`src/rtl/hs_pkg.sv`:
```
package hs_pkg;
  typedef enum logic [1:0] {
    HS_IDLE  = 2'd0,
    HS_WAIT  = 2'd1,
    HS_PULSE = 2'd2
  } hs_state_e;
endpackage

```
`src/rtl/hs_strobe_gen.sv`:
```
module hs_strobe_gen #(
  parameter int DELAY_CYC = 2,
  parameter int LOW_CYC   = 2
) (
  input  logic clk,
  input  logic rst,
  input  logic trig_i,
  output logic strobe_n_o
);
  import hs_pkg::*;

  localparam int MAXC = (DELAY_CYC > LOW_CYC) ? DELAY_CYC : LOW_CYC;
  localparam int CW   = $clog2(MAXC + 1);
  localparam logic [CW-1:0] DLY_LAST = CW'(DELAY_CYC - 1);
  localparam logic [CW-1:0] LOW_LAST = CW'(LOW_CYC - 1);

  hs_state_e     state_q;
  logic [CW-1:0] cnt_q;
  logic          strobe_q;

  always_ff @(posedge clk) begin
    if (rst) begin
      state_q  <= HS_IDLE;
      cnt_q    <= '0;
      strobe_q <= 1'b1;
    end else if (trig_i) begin
      state_q  <= HS_WAIT;
      cnt_q    <= '0;
      strobe_q <= 1'b1;
    end else begin
      case (state_q)
        HS_WAIT: begin
          if (cnt_q == DLY_LAST) begin
            state_q  <= HS_PULSE;
            cnt_q    <= '0;
            strobe_q <= 1'b0;
          end else begin
            cnt_q <= cnt_q + 1'b1;
          end
        end
        HS_PULSE: begin
          if (cnt_q == LOW_LAST) begin
            state_q  <= HS_IDLE;
            cnt_q    <= '0;
            strobe_q <= 1'b1;
          end else begin
            cnt_q <= cnt_q + 1'b1;
          end
        end
        default: begin
          state_q  <= HS_IDLE;
          cnt_q    <= '0;
          strobe_q <= 1'b1;
        end
      endcase
    end
  end

  assign strobe_n_o = strobe_q;
endmodule

```
`src/rtl/hs_flag_sync.sv`:
```
module hs_flag_sync #(
  parameter int NUM_FLAGS   = 2,
  parameter int SYNC_STAGES = 2
) (
  input  logic                 clk,
  input  logic                 rst,
  input  logic [NUM_FLAGS-1:0] pin_n_i,
  output logic [NUM_FLAGS-1:0] fall_o
);
  for (genvar i = 0; i < NUM_FLAGS; i++) begin : g_flag
    logic [SYNC_STAGES-1:0] sync_q;
    logic                   prev_q;

    always_ff @(posedge clk) begin
      if (rst) begin
        sync_q <= '1;
        prev_q <= 1'b1;
      end else begin
        sync_q <= {sync_q[SYNC_STAGES-2:0], pin_n_i[i]};
        prev_q <= sync_q[SYNC_STAGES-1];
      end
    end

    assign fall_o[i] = prev_q & ~sync_q[SYNC_STAGES-1];
  end
endmodule

```
`src/rtl/hs_flag_regs.sv`:
```
module hs_flag_regs #(
  parameter int NUM_FLAGS = 2
) (
  input  logic                 clk,
  input  logic                 rst,
  input  logic [NUM_FLAGS-1:0] fall_i,
  input  logic                 clr_we_i,
  input  logic [NUM_FLAGS-1:0] clr_data_i,
  input  logic                 en_we_i,
  input  logic [NUM_FLAGS-1:0] en_data_i,
  output logic [NUM_FLAGS-1:0] flag_o,
  output logic [NUM_FLAGS-1:0] en_o,
  output logic                 irq_o
);
  logic [NUM_FLAGS-1:0] flag_q, flag_d, en_q, en_d, clr_mask;
  logic                 irq_q;

  always_comb begin
    clr_mask = clr_we_i ? clr_data_i : '0;
    flag_d   = (flag_q & ~clr_mask) | fall_i;
    en_d     = en_we_i ? en_data_i : en_q;
  end

  always_ff @(posedge clk) begin
    if (rst) begin
      flag_q <= '0;
      en_q   <= '0;
      irq_q  <= 1'b0;
    end else begin
      flag_q <= flag_d;
      en_q   <= en_d;
      irq_q  <= |(flag_d & en_d);
    end
  end

  assign flag_o = flag_q;
  assign en_o   = en_q;
  assign irq_o  = irq_q;
endmodule

```
`src/rtl/pio_handshake.sv`:
```
module pio_handshake #(
  parameter int PORT_W      = 2,
  parameter int HS_PORT     = 3,
  parameter int DELAY_CYC   = 2,
  parameter int LOW_CYC     = 2,
  parameter int NUM_FLAGS   = 2,
  parameter int SYNC_STAGES = 2
) (
  input  logic                 clk,
  input  logic                 rst,
  input  logic                 acc_valid_i,
  input  logic [PORT_W-1:0]    acc_port_i,
  input  logic [NUM_FLAGS-1:0] flag_n_i,
  input  logic                 clr_we_i,
  input  logic [NUM_FLAGS-1:0] clr_data_i,
  input  logic                 en_we_i,
  input  logic [NUM_FLAGS-1:0] en_data_i,
  output logic                 strobe_n_o,
  output logic [NUM_FLAGS-1:0] flag_o,
  output logic                 irq_o
);
  localparam logic [PORT_W-1:0] HS_SEL = PORT_W'(HS_PORT);

  logic                 hs_hit;
  logic [NUM_FLAGS-1:0] fall;
  logic [NUM_FLAGS-1:0] en_q;

  assign hs_hit = acc_valid_i && (acc_port_i == HS_SEL);

  hs_strobe_gen #(.DELAY_CYC(DELAY_CYC), .LOW_CYC(LOW_CYC)) u_strobe (
    .clk(clk), .rst(rst), .trig_i(hs_hit), .strobe_n_o(strobe_n_o)
  );

  hs_flag_sync #(.NUM_FLAGS(NUM_FLAGS), .SYNC_STAGES(SYNC_STAGES)) u_sync (
    .clk(clk), .rst(rst), .pin_n_i(flag_n_i), .fall_o(fall)
  );

  hs_flag_regs #(.NUM_FLAGS(NUM_FLAGS)) u_regs (
    .clk(clk), .rst(rst), .fall_i(fall),
    .clr_we_i(clr_we_i), .clr_data_i(clr_data_i),
    .en_we_i(en_we_i), .en_data_i(en_data_i),
    .flag_o(flag_o), .en_o(en_q), .irq_o(irq_o)
  );
endmodule

```
`config.mk`:
```
export PLATFORM = sky130hd
export DESIGN_NAME = pio_handshake
export DESIGN_NICKNAME = d
export VERILOG_FILES = /design/src/rtl/hs_pkg.sv /design/src/rtl/hs_strobe_gen.sv /design/src/rtl/hs_flag_sync.sv /design/src/rtl/hs_flag_regs.sv /design/src/rtl/pio_handshake.sv
export SDC_FILE = /design/constraint.sdc
export NUM_CORES = 1
export LEC_CHECK = 0
export ABC_AREA = 1
export BUFFER_PORTS_ARGS = -buffer_cell sky130_fd_sc_hd__buf_2
export CORE_MARGIN = 4
export CORE_UTILIZATION = 35
export DETAILED_ROUTE_END_ITERATION = 10
export PLACE_DENSITY = 0.53
export SYNTH_ARGS = -nofsm -noshare
export SYNTH_HDL_FRONTEND = slang
export SYNTH_SLANG_ARGS = --single-unit
```
`constraint.sdc`:
```
create_clock -name clk -period 2.47 [get_ports clk]
set_input_delay 0.494 -clock clk [delete_from_list [all_inputs] [get_ports clk]]
set_output_delay 0.494 -clock clk [all_outputs]
set_load 0.05 [all_outputs]
```
; ---- Word level (Yosys, flattened, before mapping)
; Cells that the tools add are included.
; W data, S select, Z words.
[word_totals]
regBits = 16
inputBits = 13
elab_cells = 45
[classes]
n_addsub = 1
eq_ne = 8
muxes = 9
bitwise_logic = 9
n_reduce_logical = 7
[op_table]
columns = cell, count
row1 = $mux W2, 4
row2 = $ne A3 B2 Y1 const B, 2
row3 = $reduce_or A2 Y1, 3
row4 = $and A2 B2 Y2, 2
row5 = $eq A2 B1 Y1 const B, 2
row6 = $eq A2 B2 Y1 const B, 2
row7 = $ne A2 B1 Y1 const B, 2
row8 = $pmux W2 S2, 1
row9 = $reduce_and A2 Y1, 2
row10 = $reduce_or A4 Y1, 1
row11 = $mux W1, 3
row12 = $not A1 Y1, 3
row13 = $add A2 B1 Y2 const B, 1
row14 = $and A1 B1 Y1, 2
row15 = $not A2 Y2, 1
row16 = $or A2 B2 Y2, 1
row17 = $pmux W1 S2, 1
row18 = $logic_and A1 B1 Y1, 1

; ---- Longest topological paths before layout
; Gate-level depths: netlist (run 1).
[depth]
word_depth = 6
depth_mapped = 7
ltp_nobuf = 7

; ---- By module
; A second synthesis (run 1) with hierarchy kept.
[unflattened]
cells_unflattened = 87
area_unflattened_um2 = 661.9
[by_module_without_submodules]
columns = module, instances, cells_each, area_per_inst_um2, seq_area_each_um2
row1 = hs_strobe_gen, 1, 33, 270.3, 100.1
row2 = hs_flag_regs, 1, 28, 193.9, 100.1
row3 = hs_flag_sync, 1, 23, 183.9, 120.1
row4 = pio_handshake, 1, 3, 13.8, 0.0

; ---- Least setup slack after synthesis (run 1)
; No wires, ideal clock.
[synth_timing]
path_kind = flip-flop to output port
from = reg u_strobe.strobe_q, in the netlist u_strobe.strobe_n_o
to = out strobe_n_o
arrival_time_ns = 0.603
required_time_ns = 1.976
slack_ns = 1.373
path_stages_with_launch = 1
n_path_buf = 0
path_cell_list = dfxtp_1
[synth_rtl]
columns = element, line_no
row1 = "start, declared", hs_strobe_gen.sv:19  ; logic strobe_q;
row2 = "start signal, assigned", hs_strobe_gen.sv:25  ; strobe_q <= 1'b1;
row3 = "start signal, assigned", hs_strobe_gen.sv:29  ; strobe_q <= 1'b1;
row4 = "start signal, assigned", hs_strobe_gen.sv:36  ; strobe_q <= 1'b0;
row5 = "end, declared", pio_handshake.sv:18  ; output logic strobe_n_o,
; No word-level cell between the ends.

; ---- Worst setup path in the final report (run 1)
[layout_timing]
from = reg u_strobe.strobe_q, in the netlist u_strobe.strobe_n_o
to = out strobe_n_o
; No word-level cell between the ends.

==> flow_metrics.py, run 1 <==
metrics = {
    "cells_and_area": {
        "drive_gt1_share_pct": 31.2,
        "antenna-diode-count": 0,
        "final_cell_mix": "nand2_1 (20), buf_2 (16), dfxtp_1 (16)",
        "final_common_cell": "nand2_1",
        "stdcell_area_um2": 741,
        "final_core_util_pct": 47.0,
        "fin_nets": 110,
        "syn_to_final_growth_pct": 20.3,
    },
    "pwr": {
        "internal_power_uw": 377,
        "p_total_uw": 490,
        "p_sw_share_pct": 23.1,
        "p_sw_uw": 113,
        "comb_power_share_pct": 10.3,
        "power.share.sequential_pct": 55.3,
        "ir_drop_v": 0.000335,
        "p_per_area_mw_per_mm2": 662,
        "pwr-share-clk_pct": 34.4,
        "p_leak_nw": 0.366,
    },
    "worst_hold_path": {
        "hp-class": "input port to register",
    },
    "synthesis": {
        "yosysSeqAreaShare_pct": 52.0,
        "syn_area_um2": 616,
        "syn-num-nets": 90,
        "syn_area_per_cell_um2": 8.32,
        "ys_seq_elements": 16,
        "yosysWarnings": 0,
        "synthCells": 74,
        "synthDistinctLibCells": 16,
    },
    "grt": {
        "grt_pass1_wl_mm": 1.56,
        "grt_util_met2_pct": 11.2,
        "gr-total-overflow": 0,
        "antenna_found_initial": 0,
        "met1_usage_pct": 10.9,
        "grt_pass1_vias": 408,
        "grt_usage_pct": 8.46,
        "use_met3_pct": 1.81,
        "grt.busiest_layer": "met2",
        "grt_max_degree": 11,
    },
    "cts": {
        "cts_resized": 0,
        "clkSinkCount": 16,
        "cts_tree": "done",
        "cts_buffers": 3,
        "holdBufCountCts": 0,
        "postCtsSetupRepairBufs": 0,
        "cts.htree.levels": 1,
        "cts.path.max_buffers": 2,
        "cts_root_buffer": "clkbuf_4",
        "clk_latency_ns": 0.28,
        "cts.clk_slew.worst_paths_ns": 0.09,
    },
    "timing": {
        "fmax_mhz": 729,
        "worstMarginPinSlew_ns": 0.251,
        "fin_crit_sh_pct": 55.5,
        "tns_ns": 0,
        "final.min_clock_period_ns": 1.37,
        "slew_headroom_pct": 83.4,
        "finalSetupViolations": 0,
        "hold_violations": 0,
        "skew_ns": 0.00168,
        "setup_slack_ns": 1.10,
        "drv_slew": 0,
        "rsz0062_at_grt": "false",
    },
    "floorplan": {
        "die-width_um": 49.9,
        "core-area_mm2": 0.00158,
        "start_util_pct": 39.0,
        "die_h_um": 49.9,
        "dieArea_mm2": 0.00249,
        "rows": 14,
        "boundaryPins": 17,
    },
    "critical_path": {
        "path_buf_inv": 1,
        "startpoint_type": "register",
        "cp_slowest_cell": "dfxtp_1",
        "worstSetupPathType": "register to output port",
        "crit_required_ns": 1.98,
        "crit_path_max_incr_delay_ns": 0.34,
        "r2r_slack_ns": 1.44,
        "end_kind": "output port",
        "path_cells": "buf_2",
        "crit_fanout": 2,
        "arrival_ns": 0.88,
        "path_delay_family": "flip-flops",
    },
    "detailed_routing": {
        "drt_iter0_markers": 5,
        "route.antenna.remaining_nets": 0,
        "drcViolationCount": 0,
        "wirelength_um": 873,
        "wl_per_cell_um": 8.01,
        "vias": 469,
        "dr.pass1.iters": 4,
        "via_per_inst": 4.30,
    },
    "place": {
        "dp_hpwl_um": 716,
        "dpl_cell_area_um2": 704,
        "numPortBuffers": 16,
        "post-place-ws_ns": 1.34,
        "routabilityCongestion": 0.613,
    },
    "run_status": {
        "status": "complete, no violations",
    },
    "run": {
        "cap_viol_max_count": 0,
    },
}
## cell type report
class                      instances  area (um^2)
fill                             158          836
sequential                        16          320
multi-input combinational         46          236
timing repair buffer              16         80.1
inverter                          11         47.5
clock buffer                       4         36.3
tap                               16         20.0
## cell families (layout without fill, tap and decap cells)
group	after synthesis	count (layout)	share of synthesized area, %
AND/OR/NAND/NOR	37	37	27.4
flip-flops	16	16	52.0
buffers and inverters	12	31	9.55
AO/OA/AOI/OAI	6	6	4.88
adder cells (fa/ha/maj)	3	3	6.10
## sequential cells by signal (all words and copies together) (netlist names)
name and cells:
u_sync.g_flag.sync_q 4, u_regs.en_o 2, u_regs.flag_o 2, u_strobe.cnt_q 2, u_strobe.state_q 2, u_sync.g_flag.prev_q 2
u_regs.irq_o 1, u_strobe.strobe_n_o 1
## cell usage after synthesis, drive strengths merged
master / instances / share of area [%]
a21oi: 5 / 4.1
inv: 10 / 6.9
dfxtp: 16 / 52
ha: 3 / 6.1
o21ai: 1 / 0.81
buf: 1 / 1.8
nand2: 22 / 14
nand3: 6 / 5.7
nor2: 5 / 3.5
clkinv: 1 / 0.81
or2: 4 / 4.1
## metal layers
metal	vias to the layer above	part of all wire, %
li1	267	-
met1	183	55
met2	17	35
met3	2	7.3
met4	0	2.5
met5	-	0
## final timing paths
kind                                              endpoint  depth (start not counted)                        from
worst min register to register  u_sync.g_flag[1].sync_q[1]                          1  u_sync.g_flag[1].sync_q[0]
worst max register to register           u_strobe.cnt_q[1]                          5         u_strobe.state_q[0]
worst min-delay path            u_sync.g_flag[1].sync_q[0]                          2                 flag_n_i[1]
worst max-delay path                            strobe_n_o                          1         u_strobe.strobe_n_o
## power groups by stage
stage / clock network, mW / registers, mW / logic (mW)
2_1_floorplan: 0 / 0.286 / 0.0264
4_1_cts: 0.177 / 0.271 / 0.0514
6_report: 0.169 / 0.271 / 0.0505
3_5_place_dp: 0 / 0.277 / 0.0513
3_3_place_gp: 0 / 0.277 / 0.0510
5_1_grt: 0.189 / 0.272 / 0.0576
## per-stage QoR
stage,hold WS [ns],std cells
after global routing,0.366,109
final,0.380,109
after CTS,0.368,109
after detailed placement,0.394,105
after global placement,0.386,105
after floorplan,0.383,74
Note: power is estimated with default switching activity, not from simulation.
==> run 2, diff against run 1 <==
--- a/config.mk
+++ b/config.mk
@@ -5,12 +5,12 @@
 export SDC_FILE = /design/constraint.sdc
 export NUM_CORES = 1
 export LEC_CHECK = 0
-export ABC_AREA = 1
+export ABC_AREA = 0
 export BUFFER_PORTS_ARGS = -buffer_cell sky130_fd_sc_hd__buf_2
 export CORE_MARGIN = 4
 export CORE_UTILIZATION = 35
 export DETAILED_ROUTE_END_ITERATION = 10
-export PLACE_DENSITY = 0.53
+export PLACE_DENSITY = 0.56
 export SYNTH_ARGS = -nofsm -noshare
 export SYNTH_HDL_FRONTEND = slang
 export SYNTH_SLANG_ARGS = --single-unit
==> constraint.sdc (replaced) <==
create_clock -name clk -period 1.2 [get_ports clk]
set_input_delay 0.24 -clock clk [delete_from_list [all_inputs] [get_ports clk]]
set_output_delay 0.24 -clock clk [all_outputs]
set_load 0.05 [all_outputs]
==> run 2 against run 1 <==
Synthesized cell count down 23%; critical endpoint is now flag_o[0]; setup slack worse by 1.0 ns; global-route usage fell by 0.63 points.
==> flow_metrics.py, run 2 <==
metrics = {
    "grt": {
        "grt_pass1_wl_mm": 1.44,
        "grt_max_degree": 14,
        "antenna_found_initial": 0,
        "gr-total-overflow": 0,
        "grt_pass1_vias": 371,
        "grt_usage_pct": 7.83,
    },
    "pwr": {
        "p_leak_nw": 0.322,
        "p_per_area_mw_per_mm2": 1380,
        "ir_drop_v": 0.000527,
    },
    "timing": {
        "fin_crit_sh_pct": 93.1,
        "hold_violations": 0,
        "drv_slew": 0,
        "worstMarginPinSlew_ns": 0.262,
        "final.min_clock_period_ns": 1.12,
        "slew_headroom_pct": 82.4,
        "tns_ns": 0,
        "rsz0062_at_grt": "false",
        "finalSetupViolations": 0,
        "skew_ns": 0.00251,
        "fmax_mhz": 895,
    },
    "synthesis": {
        "synth_area_leaders": "dfxtp_1 (55%), or2_1 (7.6%), ha_1 (6.5%), nor2_1 (5.2%), nand2_1 (3.9%)",
        "yosysWarnings": 0,
        "ys_seq_elements": 16,
        "synthDistinctLibCells": 17,
        "syn-num-nets": 73,
        "synthCells": 57,
        "synth_common_cells": "dfxtp_1 (16), nor2_1 (8), or2_1 (7), nand2_1 (6), inv_1 (4)",
        "async_reset_ff_share_pct": 0,
        "yosysTopAreaCell": "dfxtp_1",
        "synth.top_cell.area_share_pct": 55.3,
        "synth_edf_count": 0,
        "yosysSeqAreaShare_pct": 55.3,
        "synth.most_common_cell": "dfxtp_1",
        "syn_area_per_cell_um2": 10.2,
        "syn_area_um2": 579,
        "yosys_most_used_dff": "dfxtp_1",
    },
    "floorplan": {
        "rows": 14,
        "boundaryPins": 17,
        "dieArea_mm2": 0.00237,
        "die-width_um": 48.7,
        "die_h_um": 48.7,
        "core-area_mm2": 0.00154,
        "start_util_pct": 37.6,
    },
    "detailed_routing": {
        "drcViolationCount": 0,
        "wl_per_cell_um": 10.1,
        "via_per_inst": 4.61,
        "drt_iter0_markers": 3,
        "vias": 424,
        "route.antenna.remaining_nets": 0,
        "wirelength_um": 932,
        "dr.pass1.iters": 2,
    },
    "cts": {
        "holdBufCountCts": 0,
        "cts.htree.levels": 1,
        "cts.path.max_buffers": 2,
        "cts_buffers": 3,
        "cts.clk_slew.worst_paths_ns": 0.09,
        "clk_latency_ns": 0.28,
        "cts_tree": "done",
        "clkSinkCount": 16,
        "cts_root_buffer": "clkbuf_4",
    },
    "cells_and_area": {
        "top_register": "u_sync.g_flag.sync_q",
        "fin_nets": 93,
        "syn_to_final_growth_pct": 23.3,
        "final_core_util_pct": 46.3,
        "stdcell_area_um2": 714,
        "antenna-diode-count": 0,
        "drive_gt1_share_pct": 30.3,
        "largest_reg_flops": 4,
        "final_cell_mix": "buf_2 (15), dfxtp_1 (15), nor2_1 (8)",
    },
    "critical_path": {
        "startpoint_type": "register",
        "cp-startpoint": "u_regs.flag_o[0]",
        "crit_path_max_incr_delay_ns": 0.34,
        "path_buf_inv": 1,
        "crit_fanout": 2,
        "arrival_ns": 0.88,
        "path_delay_family": "flip-flops",
        "cp_slowest_cell": "dfxtp_1",
        "crit-reg2reg-launch": "u_strobe.state_q[0]",
        "end_kind": "output port",
        "path_cells": "buf_2",
        "worstSetupPathType": "register to output port",
        "crit_required_ns": 0.96,
    },
    "place": {
        "dpl_cell_area_um2": 674,
        "dp_hpwl_um": 743,
        "routabilityCongestion": 0.652,
        "numPortBuffers": 16,
    },
    "worst_hold_path": {
        "hp-start": "flag_n_i[0]",
        "hp-class": "input port to register",
    },
    "run_status": {
        "status": "complete, no violations",
    },
    "run": {
        "cap_viol_max_count": 0,
    },
}
==> run 2: cell types whose count changed in the layout (fill, tap and decap cells not counted), sizes merged, moves of 3 or more <==
cell   before  now
inv        10    4
or2         4    7
nand2      22    6
a21oi       5    2
nand3       6    0
nor2        5    8
==> run 2: kinds of logic (layout without fill, tap and decap cells) <==
| kind of cell | after synthesis | in the layout | synth area share (%) |
|---|---|---|---|
| simple gates | 23 | 23 | 19.2 |
| flops | 16 | 16 | 55.3 |
| compound gates | 8 | 8 | 12.1 |
| buf+inv | 5 | 24 | 3.45 |
| fa+ha+maj | 3 | 3 | 6.48 |
| mux | 2 | 2 | 3.46 |
==> run 2: final cells by class <==
class	instances	area [um^2]
Multi-Input combinational cell	36	239
Inverter	4	15.0
Sequential cell	16	322
Timing Repair Buffer	16	82.6
Tap cell	16	20.0
Clock buffer	4	36.3
Fill cell	161	827
==> run 2: power breakdown <==
part | switching (mW) | total, mW | internal, mW
combinational | 0.0475 | 0.0849 | 0.0374
sequential | 0.00566 | 0.554 | 0.549
clock | 0.159 | 0.344 | 0.185
total | 0.212 | 0.983 | 0.771
==> run 2: repair_timing <==
| item | in CTS | in global routing |
|---|---|---|
| setup buffers | 0 | 0 |
| gates resized for setup | 0 | 2 |
| endpoints found under the setup margin | 0 | 2 |
| endpoints found under the hold margin | 0 | 0 |
==> run 2: metal layers <==
layer	part of all wire (%)	vias to the layer above	wire length, um	track usage, %
met2	47	12	435	12.0
met4	0.97	0	9	5.38
li1	-	223	-	-
met1	44	187	413	8.44
met5	0	-	0	0
met3	7.8	2	73	3.68
==> run 2: path summary, 6_finish.rpt <==
check,endpoint,slack (ns),cells after the start
max,flag_o[0],0.08,1
min,u_sync.g_flag[0].sync_q[0],0.13,2
max reg2reg,u_strobe.state_q[0],0.09,5
min reg2reg,u_sync.g_flag[0].sync_q[1],0.41,1
==> run 2: metrics by stage <==
stage               hold slack, ns  std cells  worst slack [ns]  power [mW]
floorplan                    0.337         57             0.139       0.619
global placement             0.385         88             0.112       0.650
detailed placement           0.392         88            0.0628       0.652
CTS                          0.122         92            0.0328        1.00
global route                 0.120         92          0.000762        1.04
finish                       0.131         92            0.0825       0.983
